**config.mk**
```make
export PLATFORM = sky130hd
export DESIGN_NAME = crc_frame_master
export DESIGN_NICKNAME = d
export VERILOG_FILES = /design/src/rtl/crc_frame_pkg.sv /design/src/rtl/crc_frame_ctrl.sv /design/src/rtl/crc_frame_dp.sv /design/src/rtl/crc_frame_master.sv
export SDC_FILE = /design/constraint.sdc
export NUM_CORES = 1
export LEC_CHECK = 0
export BUFFER_PORTS_ARGS = -buffer_cell sky130_fd_sc_hd__buf_2
export CORE_MARGIN = 8
export CORE_UTILIZATION = 60
export CTS_CLUSTER_DIAMETER = 50
export DETAILED_ROUTE_END_ITERATION = 10
export GPL_TIMING_DRIVEN = 0
export MAX_ROUTING_LAYER = met4
export PLACE_DENSITY = 0.81
export SKIP_CTS_REPAIR_TIMING = 1
export SYNTH_ARGS = -nofsm -noshare
export SYNTH_HDL_FRONTEND = slang
export SYNTH_SLANG_ARGS = --single-unit
```
**constraint.sdc**
```tcl
create_clock -name clk -period 3.9 [get_ports clk]
set_input_delay 0.585 -clock clk [delete_from_list [all_inputs] [get_ports clk]]
set_output_delay 0.585 -clock clk [all_outputs]
set_load 0.01 [all_outputs]
```
**src/rtl/crc_frame_pkg.sv**
```systemverilog
package crc_frame_pkg;

  localparam int FRAME_BITS = 32;
  localparam int ADDR_W     = 5;
  localparam int DATA_W     = 16;
  localparam int CRC_W      = 8;
  localparam int BODY_W     = FRAME_BITS - CRC_W;
  localparam logic [CRC_W-1:0] CRC_POLY = 8'h1D;
  localparam logic [CRC_W-1:0] CRC_SEED = 8'hFF;

  typedef enum logic [2:0] {
    ST_IDLE,
    ST_CMD,
    ST_GAP1,
    ST_RPY,
    ST_GAP2
  } ctrlState_t;

  // Strobes from the control to the datapath
  typedef struct packed {
    logic loadTx;
    logic clearTx;
    logic shiftTx;
    logic sampleRx;
    logic capture;
  } dpStrobe_t;

  // Inverted CRC-8 over the frame body, MSB first
  function automatic logic [CRC_W-1:0] crcCheck(input logic [BODY_W-1:0] body);
    logic [CRC_W-1:0] acc;
    logic fb;
    acc = CRC_SEED;
    for (int i = BODY_W - 1; i >= 0; i--) begin
      fb  = acc[CRC_W-1] ^ body[i];
      acc = {acc[CRC_W-2:0], 1'b0} ^ (fb ? CRC_POLY : '0);
    end
    return ~acc;
  endfunction

endpackage

```
**src/rtl/crc_frame_ctrl.sv**
```systemverilog
module crc_frame_ctrl
  import crc_frame_pkg::*;
#(
  parameter int CLK_DIV    = 4,
  parameter int GAP_CYCLES = 1000
) (
  input  logic      clk,
  input  logic      rstN,
  input  logic      startReq,
  output dpStrobe_t strobe,
  output logic      sclk,
  output logic      csN,
  output logic      busy,
  output logic      done
);

  localparam int DIV_W = (CLK_DIV > 1) ? $clog2(CLK_DIV) : 1;
  localparam int GAP_W = $clog2(GAP_CYCLES + 1);
  localparam int BIT_W = $clog2(FRAME_BITS);

  ctrlState_t state;
  logic [DIV_W-1:0] divCnt;
  logic [BIT_W-1:0] bitCnt;
  logic [GAP_W-1:0] gapCnt;
  logic half;

  logic tick, inFrame, inGap, lastBit, gapEnd;

  always_comb begin
    inFrame = (state == ST_CMD) || (state == ST_RPY);
    inGap   = (state == ST_GAP1) || (state == ST_GAP2);
    tick    = (divCnt == DIV_W'(CLK_DIV - 1));
    lastBit = (bitCnt == BIT_W'(FRAME_BITS - 1));
    gapEnd  = (gapCnt == GAP_W'(GAP_CYCLES - 1));

    strobe.loadTx   = (state == ST_IDLE) && startReq;
    strobe.sampleRx = inFrame && tick && !half;
    strobe.shiftTx  = inFrame && tick && half && !lastBit;
    strobe.clearTx  = (state == ST_GAP1) && gapEnd;
    strobe.capture  = (state == ST_GAP2) && gapEnd;

    sclk = inFrame && half;
    csN  = !inFrame;
    busy = (state != ST_IDLE);
  end

  always_ff @(posedge clk or negedge rstN) begin
    if (!rstN) begin
      state  <= ST_IDLE;
      divCnt <= '0;
      bitCnt <= '0;
      gapCnt <= '0;
      half   <= 1'b0;
      done   <= 1'b0;
    end else begin
      done <= strobe.capture;

      if (inFrame) divCnt <= tick ? '0 : divCnt + 1'b1;
      else         divCnt <= '0;

      if (inFrame && tick) half <= ~half;
      else if (!inFrame)   half <= 1'b0;

      if (inFrame && tick && half) bitCnt <= lastBit ? '0 : bitCnt + 1'b1;
      else if (!inFrame)           bitCnt <= '0;

      if (inGap) gapCnt <= gapEnd ? '0 : gapCnt + 1'b1;
      else       gapCnt <= '0;

      unique case (state)
        ST_IDLE: if (startReq) state <= ST_CMD;
        ST_CMD:  if (tick && half && lastBit) state <= ST_GAP1;
        ST_GAP1: if (gapEnd) state <= ST_RPY;
        ST_RPY:  if (tick && half && lastBit) state <= ST_GAP2;
        ST_GAP2: if (gapEnd) state <= ST_IDLE;
        default: state <= ST_IDLE;
      endcase
    end
  end

endmodule

```
**src/rtl/crc_frame_dp.sv**
```systemverilog
module crc_frame_dp
  import crc_frame_pkg::*;
#(
  parameter int OUT_W = 32
) (
  input  logic              clk,
  input  logic              rstN,
  input  dpStrobe_t         strobe,
  input  logic              writeEn,
  input  logic [ADDR_W-1:0] regAddr,
  input  logic [DATA_W-1:0] wrData,
  input  logic              miso,
  output logic              mosi,
  output logic [OUT_W-1:0]  rdData,
  output logic [1:0]        status,
  output logic              crcErr,
  output logic              devErr
);

  localparam int PAD_W = OUT_W - DATA_W;

  logic [FRAME_BITS-1:0] txShift, rxShift;
  logic [7:0]            cmdByte;
  logic [DATA_W-1:0]     payload;
  logic [DATA_W-1:0]     rxData;

  always_comb begin
    cmdByte = {writeEn, regAddr, 2'b00};
    payload = writeEn ? wrData : '0;
    rxData  = rxShift[CRC_W +: DATA_W];
    mosi    = txShift[FRAME_BITS-1];
  end

  always_ff @(posedge clk or negedge rstN) begin
    if (!rstN) begin
      txShift <= '0;
      rxShift <= '0;
      rdData  <= '0;
      status  <= '0;
      crcErr  <= 1'b0;
      devErr  <= 1'b0;
    end else begin
      if (strobe.loadTx)
        txShift <= {cmdByte, payload, crcCheck({cmdByte, payload})};
      else if (strobe.clearTx)
        txShift <= '0;
      else if (strobe.shiftTx)
        txShift <= {txShift[FRAME_BITS-2:0], 1'b0};

      if (strobe.sampleRx)
        rxShift <= {rxShift[FRAME_BITS-2:0], miso};

      if (strobe.capture) begin
        rdData <= {{PAD_W{rxData[DATA_W-1]}}, rxData};
        status <= rxShift[FRAME_BITS-7 -: 2];
        devErr <= &rxShift[FRAME_BITS-7 -: 2];
        crcErr <= (rxShift[CRC_W-1:0] != crcCheck(rxShift[FRAME_BITS-1:CRC_W]));
      end
    end
  end

endmodule

```
**src/rtl/crc_frame_master.sv**
```systemverilog
module crc_frame_master
  import crc_frame_pkg::*;
#(
  parameter int CLK_DIV    = 4,
  parameter int GAP_CYCLES = 1000,
  parameter int OUT_W      = 32
) (
  input  logic              clk,
  input  logic              rstN,
  input  logic              startReq,
  input  logic              writeEn,
  input  logic [ADDR_W-1:0] regAddr,
  input  logic [DATA_W-1:0] wrData,
  output logic              busy,
  output logic              done,
  output logic [OUT_W-1:0]  rdData,
  output logic [1:0]        status,
  output logic              crcErr,
  output logic              devErr,
  output logic              sclk,
  output logic              csN,
  output logic              mosi,
  input  logic              miso
);

  dpStrobe_t strobe;

  crc_frame_ctrl #(.CLK_DIV(CLK_DIV), .GAP_CYCLES(GAP_CYCLES)) i_ctrl (
    .clk(clk), .rstN(rstN), .startReq(startReq), .strobe(strobe),
    .sclk(sclk), .csN(csN), .busy(busy), .done(done)
  );

  crc_frame_dp #(.OUT_W(OUT_W)) i_dp (
    .clk(clk), .rstN(rstN), .strobe(strobe), .writeEn(writeEn),
    .regAddr(regAddr), .wrData(wrData), .miso(miso), .mosi(mosi),
    .rdData(rdData), .status(status), .crcErr(crcErr), .devErr(devErr)
  );

endmodule

```
After elaboration in Yosys (flattened, before gate mapping)
Index checks and enable logic that the tools add are counted.

storage, ports and cells
  logic and storage cells = 212
  bits in latches = 0
  memories kept = 0
  input port bits = 26
  memory bits (read-only) = 0
  flip-flop bits (word level) = 106
  bits in writable memories = 0

cells by class
  div/mod/pow operators = 0
  add/sub/neg operators = 3
  $lt $le $gt $ge = 0
  reductions and logical operators = 20
  multiplexer cells = 67
  bitwise operators = 95
  multipliers = 0
  shift operators = 0
  equality and inequality tests = 15

operator list
  kind                                                 count
  bitwise XOR 8 bit                                    46
  2-to-1 mux 5 bit                                     51
  2-to-1 mux 32 bit                                    3
  bitwise XOR 1 bit                                    44
  2-to-1 mux 10 bit                                    2
  2-to-1 mux 16 bit                                    1
  NOT 8 bit                                            2
  2-to-1 mux 3 bit                                     5
  one-hot mux 3 bit (5 select lines)                   1
  NOT 7 bit                                            2
  adder 10 x 1 -> 10 bit, second input constant        1
  equality test 10 bit, second input constant          1
  logical AND 1 bit                                    10
  != test 2 bit, second input constant                 5
  != test 8 bit                                        1
  equality test 3 x 2 -> 1 bit, second input constant  2
  nonzero test 3 bit                                   2
  adder 5 x 1 -> 5 bit, second input constant          1
  equality test 5 bit, second input constant           1
  AND reduction 5 bit                                  1
  2-to-1 mux 2 bit                                     2
  != test 2 x 1 -> 1 bit, second input constant        2
  equality test 3 x 1 -> 1 bit, second input constant  1
  equality test 3 bit, second input constant           1
  8 further kinds                                      12

Logic depth before layout (Yosys ltp)
Gate-level depths: netlist of run 1.

  word-level depth = 73
  gate-level depth with buffers = 10

By module
From an unflattened synthesis of run 1, not the netlist that was laid out.

second synthesis, totals
  cells, all modules = 538
  area total of the unflattened synthesis = 6,342.3 µm²

modules (own cells, without submodules)
  module          cells each  instances  area each (µm²)
  crc_frame_dp    419         1          5,216.3
  crc_frame_ctrl  119         1          1,126.1

Worst setup path after synthesis of run 1
No wires, ideal clock.

  path kind = input -> register
  start = input port wrData[11]
  end = register i_dp.txShift[2]
  arrival time = 2.382 ns
  library setup time = 0.126 ns
  path buffers = 1
  slack = 1.392 ns
  data required time = 3.774 ns
  cell stages on the path = 9
  path through = buf_2 > xnor3_1 > nand2_1 > xnor2_1 > xnor2_2 > xor2_1 > xnor2_2 > xnor2_1 > a221o_1

between the ends
  word-level cells in the longest chain between the ends = 21

ends and longest elaborated chain
  item                                                    line                                      source
  start: declaration                                      crc_frame_master.sv:13                    input logic [DATA_W-1:0] wrData,
  2-to-1 mux 16 bit *                                     crc_frame_dp.sv:29                        payload = writeEn ? wrData : '0;
  bitwise XOR 1 bit *                                     crc_frame_pkg.sv:34                       fb = acc[CRC_W-1] ^ body[i];
  2-to-1 mux 5 bit *                                      crc_frame_pkg.sv:35                       acc = {acc[CRC_W-2:0], 1'b0} ^ (fb ? CRC_POLY : '0);
  bitwise XOR 8 bit * (4 in a row)                        crc_frame_pkg.sv:35
  bitwise XOR 1 bit or bitwise XOR 8 bit (tied branches)  crc_frame_pkg.sv:34, crc_frame_pkg.sv:35
  2-to-1 mux 5 bit, or another cell as far along          crc_frame_pkg.sv:35
  bitwise XOR 8 bit * (5 in a row)                        crc_frame_pkg.sv:35
  bitwise XOR 1 bit or bitwise XOR 8 bit (tied branches)  crc_frame_pkg.sv:34, crc_frame_pkg.sv:35
  2-to-1 mux 5 bit or bitwise XOR 8 bit (tied branches)   crc_frame_pkg.sv:35
  bitwise XOR 8 bit * (3 in a row)                        crc_frame_pkg.sv:35
  NOT 8 bit *                                             crc_frame_pkg.sv:37                       return ~acc;
  2-to-1 mux 32 bit *                                     crc_frame_dp.sv:43                        if (strobe.loadTx)
  end signal: assignment                                  crc_frame_dp.sv:44                        txShift <= {cmdByte, payload, crcCheck({cmdByte, payload})};
  end signal: assignment                                  crc_frame_dp.sv:48                        txShift <= {txShift[FRAME_BITS-2:0], 1'b0};
  end: declaration                                        crc_frame_dp.sv:22                        logic [FRAME_BITS-1:0] txShift, rxShift;

Every way passes the cells marked *; elsewhere a longest branch is shown, timed or not.
A chain may end at the register's enable or synchronous reset.

Worst setup path in the final report of run 1
  start = register i_ctrl.bitCnt[0]
  end = register i_dp.txShift[8]

between the ends
  word-level cells in the longest chain between the ends = 4

ends and longest elaborated chain
  item                                 line                  source
  start: declaration                   crc_frame_ctrl.sv:23  logic [BIT_W-1:0] bitCnt;
  start signal: assignment             crc_frame_ctrl.sv:64  if (inFrame && tick && half) bitCnt <= lastBit ? '0 : bitCnt + 1'b1;
  equality test 5 bit                  crc_frame_ctrl.sv:33  lastBit = (bitCnt == BIT_W'(FRAME_BITS - 1));
  zero test 1 bit                      crc_frame_ctrl.sv:38  strobe.shiftTx = inFrame && tick && half && !lastBit;
  logical AND 1 bit                    crc_frame_ctrl.sv:38
  nonzero test 3 bit (no source line)  n/a

Every way passes these cells.

==> metrics.txt, run 1 <==
Synth Area in XOR/XNOR 0.2392; post-synth top area cell dfrtp_1; ys async rst share 1.000; most common cell after layout, fill and taps aside dfrtp_1; synth top area cells dfrtp_1, xnor2_1, mux2_2, xor2_1, nand2_1; Mapped Avg Cell Area 10.83 sq um; Max VDD drop 293.6 uV; CP startpoint kind flip-flop; max incr delay on CP 0.96 ns; Seq/Total Area, Yosys 0.4375; clock sinks 106; Pins Over Slew Limit 0; placed instance count ~760; mux cell area share after synthesis 0.1061; Cells after Synth 560; CTS Buf Count 9; WL/cell between 15 and 20 microns; die width 116.5 microns; flop and latch count out of synthesis 106; row count 36; Global Route Usage Sum 0.2056; Die ar. 0.01358 sq mm; Worst Path Class, Setup reg2reg; initial antenna violation count 0; leak pwr 3.247 nW; Max Cap Violations 0; # port buffers between 60 and 70; Cell Pwr Density 329.4 mW/mm^2; clk root buf clkbuf_8; antenna cells 0; vias per inst 5.431; Tmin final around 3.1 ns; first-pass GRT wire length 21230 microns; Setup-failing EPs final 0; clock buffer depth 2; RSZ-0062 raised after global routing false; Iter 0 DRT Violations 271; power consumption roughly 0.0022 W; worst-margin pin slew 1.154 ns; Hold Slack 0.1472 ns; Net Count, Synth 590; Fin Clk Skew 0.01053 ns; Synth Flop Type dfrtp_1; worst endpoint required time 4.19 ns; final cell utilization of the core 0.6928; Slew headroom 0.2245; Hold Vio Cnt, Final 0; Compound-Gate Fraction of Synth Area 0.06500; area growth from synthesis to layout 11.68%; Post-synth EDFFs 0; DRT Wirelength around 13000 microns; via count between 4000 and 5000; layout cells sized above 1 0.2598; Synth Cell Area 0.006063 sq mm; Tightest Hold Check Type in2async; adder-cell area share of the yosys netlist 0.008254; CP Cell Sequence ha_1 > and3_1 > ha_1 > clkbuf_1 > nor3_1 > clkbuf_1 > nand2_1 > a21oi_1 > nand2_1 > o21ai_0; insertion delay to the later sink of the worst-skew pair 0.37 ns; # DRC 0; initial core utilization 0.6203; area of the core 0.009774 sq mm; Nets 664; fmax 323.2 MHz; Post-Synth Simple-Gate Area 0.1017; die height about 120 microns; gpl congestion 0.8624; Final period util 0.7932; Reg clk slew, reported paths 0.10 ns; H-tree depth 3; share of the synthesized area in the top cell type 0.4375; Final HPWL DP 9469 microns; Ys Warns 0; most frequent cells in the layout dfrtp_1, xnor2_1, buf_2, nand2_1, mux2_2; CTS tree done; fin cells 772; DRT antenna net count 0; vias in the first global route 4391; slowest cell on the critical path nor3_1; largest family of logic cells by synthesized area XOR/XNOR gates; crit path max fanout 10; CP Capture Type flip-flop; outcome completed; setup_tns 0 ns; Critical Path AT 3.38 ns; pin count of the biggest net entering global routing 77; total congestion overflow 0; iteration count of the initial detailed-routing pass 5; post-synthesis cell type count 40; io pins 67
## metal layers
metal  share of wire  wire [microns]  GRT usage
met2            0.52            6733     0.3594
met4           0.013             173    0.06396
met3           0.042             544    0.03930
met5               0               0          -
met1            0.42            5404     0.2338
## worst paths after layout
| kind | startpoint | slack [ns] | end | depth (start not counted) |
|---|---|---|---|---|
| max in group asynchronous | rstN | 3.02 | i_dp.crcErr$_DFFE_PN0P_ | 2 |
| min in group clk | i_ctrl.divCnt[0]$_DFF_PN0_ | 0.45 | i_ctrl.divCnt[0]$_DFF_PN0_ | 1 |
| setup reg to reg | i_ctrl.bitCnt[0]$_DFFE_PN0P_ | 0.81 | i_dp.txShift[8]$_DFFE_PN0P_ | 10 |
| hold reg to reg | i_ctrl.divCnt[0]$_DFF_PN0_ | 0.45 | i_ctrl.divCnt[0]$_DFF_PN0_ | 1 |
| setup / recovery | i_ctrl.bitCnt[0]$_DFFE_PN0P_ | 0.81 | i_dp.txShift[8]$_DFFE_PN0P_ | 10 |
| hold / removal | rstN | 0.15 | i_ctrl.state[0]$_DFFE_PN0P_ | 1 |
## critical path: cells and delay by family, from the launching register on
kind	cells	cell delay [ns]
compound gates	2	0.21
flops	1	0.44
buf+inv	2	0.61
simple gates	4	1.34
fa+ha+maj	2	0.41
## state kept, by name, indices dropped and copies added, names as in the netlist, 2 cells and up
name           flops
i_ctrl.bitCnt      5
i_ctrl.divCnt      2
i_ctrl.gapCnt     10
i_ctrl.state       3
i_dp.rdData       16
i_dp.rxShift      32
i_dp.status        2
i_dp.txShift      32
## layout make-up
class | instances | area [sq um]
Multi-Input combinational cell | 404 | 3154
Fill cell | 741 | 3003
Sequential cell | 106 | 2653
Timing Repair Buffer | 63 | 340.3
Buffer | 46 | 241.5
Tap cell | 133 | 166.4
Clock buffer | 11 | 141.4
Clock inverter | 5 | 60.06
Inverter | 4 | 15.01
## cells by family (layout without fill, tap and decap cells)
logic type | count (synthesis) | count (layout)
adder cells (fa/ha/maj) | 4 | 4
XOR/XNOR | 135 | 135
flip-flops | 106 | 106
AO/OA/AOI/OAI | 70 | 70
multiplexers | 58 | 58
AND/OR/NAND/NOR | 137 | 137
buffers and inverters | 50 | 129
## cell usage after synthesis (7+ instances only)
cell type	n
mux2i_1	8
nor2_1	33
o21ai_0	26
xnor3_1	8
dfrtp_1	106
xnor2_2	8
xnor2_1	81
xor2_1	31
a21oi_1	27
and3_1	9
clkbuf_1	25
nand3_1	13
mux2_2	50
nor3_1	7
buf_4	17
nand2_1	56
## power breakdown
| group | leakage [nW] | total, W | internal, W | switching, W |
|---|---|---|---|---|
| sequential | 1.43 | 0.00110 | 0.00110 | 0.00000320 |
| clock | 0.100 | 0.000697 | 0.000319 | 0.000378 |
| combinational | 1.71 | 0.000429 | 0.000212 | 0.000217 |
| total | 3.25 | 0.00223 | 0.00163 | 0.000599 |
## per-stage QoR
stage	instance area, sq um	setup slack [ns]
2_1_floorplan	6063	1.392
3_3_place_gp	6540	1.007
3_5_place_dp	6570	0.9161
4_1_cts	6771	0.8457
5_1_grt	6771	0.6166
6_report	6771	0.8063
(Power assumes the default switching activity.)
==> run 2, diff against run 1 <==
- CORE_UTILIZATION: 60 -> 59
- PLACE_DENSITY: 0.81 -> 0.8
- clock period: 3.9 -> 2.9 ns (I/O delays scaled with it)
==> run 2 against run 1 <==
Final area grew 0.41%. Power grew 35%. Routed wire length shrank 4.3%. Sequential share of layout area shrank 0.16 points. First-iteration DRC count shrank 18%. Non-clock buffer count shrank 1. Setup slack lost 0.65 ns. Sequential power grew 35%. Utilization shrank 2.2 points. Clock power grew 35%. Via count shrank 0.17%.
==> metrics.txt, run 2 (synthesis results as in run 1) <==
outcome completed; iteration count of the initial detailed-routing pass 4 (-1); clock buffer depth 2 (unchanged); layout cells sized above 1 0.2649 (+0.005109); pin count of the biggest net entering global routing 59 (-23%); Max Cap Violations 0 (unchanged); first-pass GRT wire length 21030 microns (-0.94%); CP endpoint i_dp.crcErr$_DFFE_PN0P_; total congestion overflow 0 (unchanged); DRT antenna net count 0 (unchanged); io pins 67 (unchanged); vias per inst 5.408 (-0.42%); Final period util 0.9462 (+0.1529); Largest regs i_dp.rxShift (32), i_dp.txShift (32), i_dp.rdData (16); Critical Path AT 3.00 ns (-0.38 ns); crit path max fanout 6 (-4); Worst Setup SP i_dp.rxShift[24]$_DFFE_PN0P_; worst-margin pin slew 0.6300 ns (-0.5243 ns); Place WS -0.1548 ns (-1.071 ns); CP Capture Type flip-flop; insertion delay to the later sink of the worst-skew pair 0.37 ns (about the same); initial core utilization 0.5981 (-0.02228); Hold Vio Cnt, Final 0 (unchanged); Reg2Reg Depth 8 (-2); Die ar. 0.01378 sq mm (+1.5%); clock sinks 106 (unchanged); Worst Path Class, Setup reg2reg; Hold Slack 0.07490 ns (-0.07229 ns); leak pwr 3.257 nW (+0.29%); row count 37 (+2.8%); Setup-failing EPs final 0 (unchanged); area growth from synthesis to layout 12.13%; area taken by multi-input logic gates 0.003171 sq mm (+0.52%); via count 4186 (-0.17%); CTS tree done; antenna cells 0 (unchanged); worst endpoint required time 3.15 ns (-1.04 ns); fmax 364.5 MHz (+13%); Slew headroom 0.5800 (+0.3555); RSZ-0062 raised after global routing false; Global Route Usage Sum 0.1882 (-0.01738); # DRC 0 (unchanged); CP startpoint kind flip-flop; Cell Pwr Density 441.3 mW/mm^2 (+34%); most frequent cells in the layout dfrtp_1, xnor2_1, buf_2, nand2_1, mux2_2; Fillers 769 (+3.8%); Final Worst Setup Slack 0.1561 ns (-0.6502 ns); r2r setup slk 0.16 ns (-0.65 ns); die width 117.4 microns (+0.73%); # port buffers 62 (unchanged); Worst R2R End i_dp.crcErr$_DFFE_PN0P_; gpl congestion 0.8674 (+0.58%); Fin Clk Skew 0.01390 ns (+0.003364 ns); DRT Wirelength 12300 microns (-4.3%); Max VDD drop 320.0 uV (+9.0%); Iter 0 DRT Violations 221 (-18%); H-tree depth 3 (unchanged); final cell utilization of the core 0.6706 (-0.02216); WL/cell 15.90 microns (-4.5%); clk root buf clkbuf_8; Reg clk slew, reported paths 0.12 ns (+0.02 ns); Tmin final 2.744 ns (-0.3498 ns); Nets 663 (-0.15%); setup_tns 0 ns (unchanged); initial antenna violation count 0 (unchanged); worst r2r src i_dp.rxShift[24]$_DFFE_PN0P_; area of the core 0.01014 sq mm (+3.7%); CTS Buf Count 9 (unchanged); Final HPWL DP 9451 microns (-0.19%); Tightest Hold Check Type in2async; most common cell after layout, fill and taps aside dfrtp_1; die height 117.4 microns (+0.73%); Pins Over Slew Limit 0 (unchanged); vias in the first global route 4309 (-1.9%); FF+latch area 0.002653 sq mm (unchanged); power consumption 0.003001 W (+35%)
[run 2: metrics by stage]
step                      cell area, sq um  instances
after floorplan                       6063        560
after global placement                6544        758
after detailed placement              6574        759
after CTS                             6787        775
after global routing                  6799        774
final                                 6799        774
[run 2: worst max-delay path: stages, from the launching register on]
cell and delay [ns]:
dfrtp_1 0.50, xnor2_2 0.34, xor3_2 0.49, xnor2_2 0.28, xnor3_4 0.38, nor3_1 0.21
a31oi_1 0.09, a211oi_2 0.24, a31oi_1 0.10
[run 2: how the worst min path moves through the flow]
stage | to | from | depth (start not counted)
2_1_floorplan | i_ctrl.bitCnt[0]$_DFFE_PN0P_ | rstN | 0
3_3_place_gp | i_ctrl.divCnt[0]$_DFF_PN0_ | i_ctrl.divCnt[0]$_DFF_PN0_ | 1
3_5_place_dp | i_ctrl.divCnt[0]$_DFF_PN0_ | i_ctrl.divCnt[0]$_DFF_PN0_ | 1
4_1_cts | i_ctrl.gapCnt[1]$_DFF_PN0_ | rstN | 1
5_1_grt | i_ctrl.bitCnt[0]$_DFFE_PN0P_ | rstN | 1
6_report | i_dp.txShift[28]$_DFFE_PN0P_ | rstN | 1
[run 2: layout make-up]
cell class / count / area share
inverters: 4 / 0.002208
multi-input cells: 404 / 0.4663
flip-flops and latches: 106 / 0.3901
repair buffers: 63 / 0.05006
well taps: 136 / 0.02503
plain buffers: 45 / 0.03497
clock buffers: 9 / 0.01822
clock inverters: 7 / 0.01307
[run 2: report_power, final]
part	leakage, nW	internal (W)	total [W]	switching [W]
clock network	0.107	0.000357	0.000941	0.000584
registers	1.43	0.00148	0.00149	0.00000394
logic	1.72	0.000285	0.000574	0.000289
[run 2: metal layers]
metal | vias to the layer above | GRT usage | wire length, microns
met5 | - | - | 0
met4 | 0 | 0.06002 | 174
met1 | 2090 | 0.2382 | 5549
met3 | 14 | 0.02446 | 317
li1 | 2003 | - | -
met2 | 79 | 0.3080 | 6262
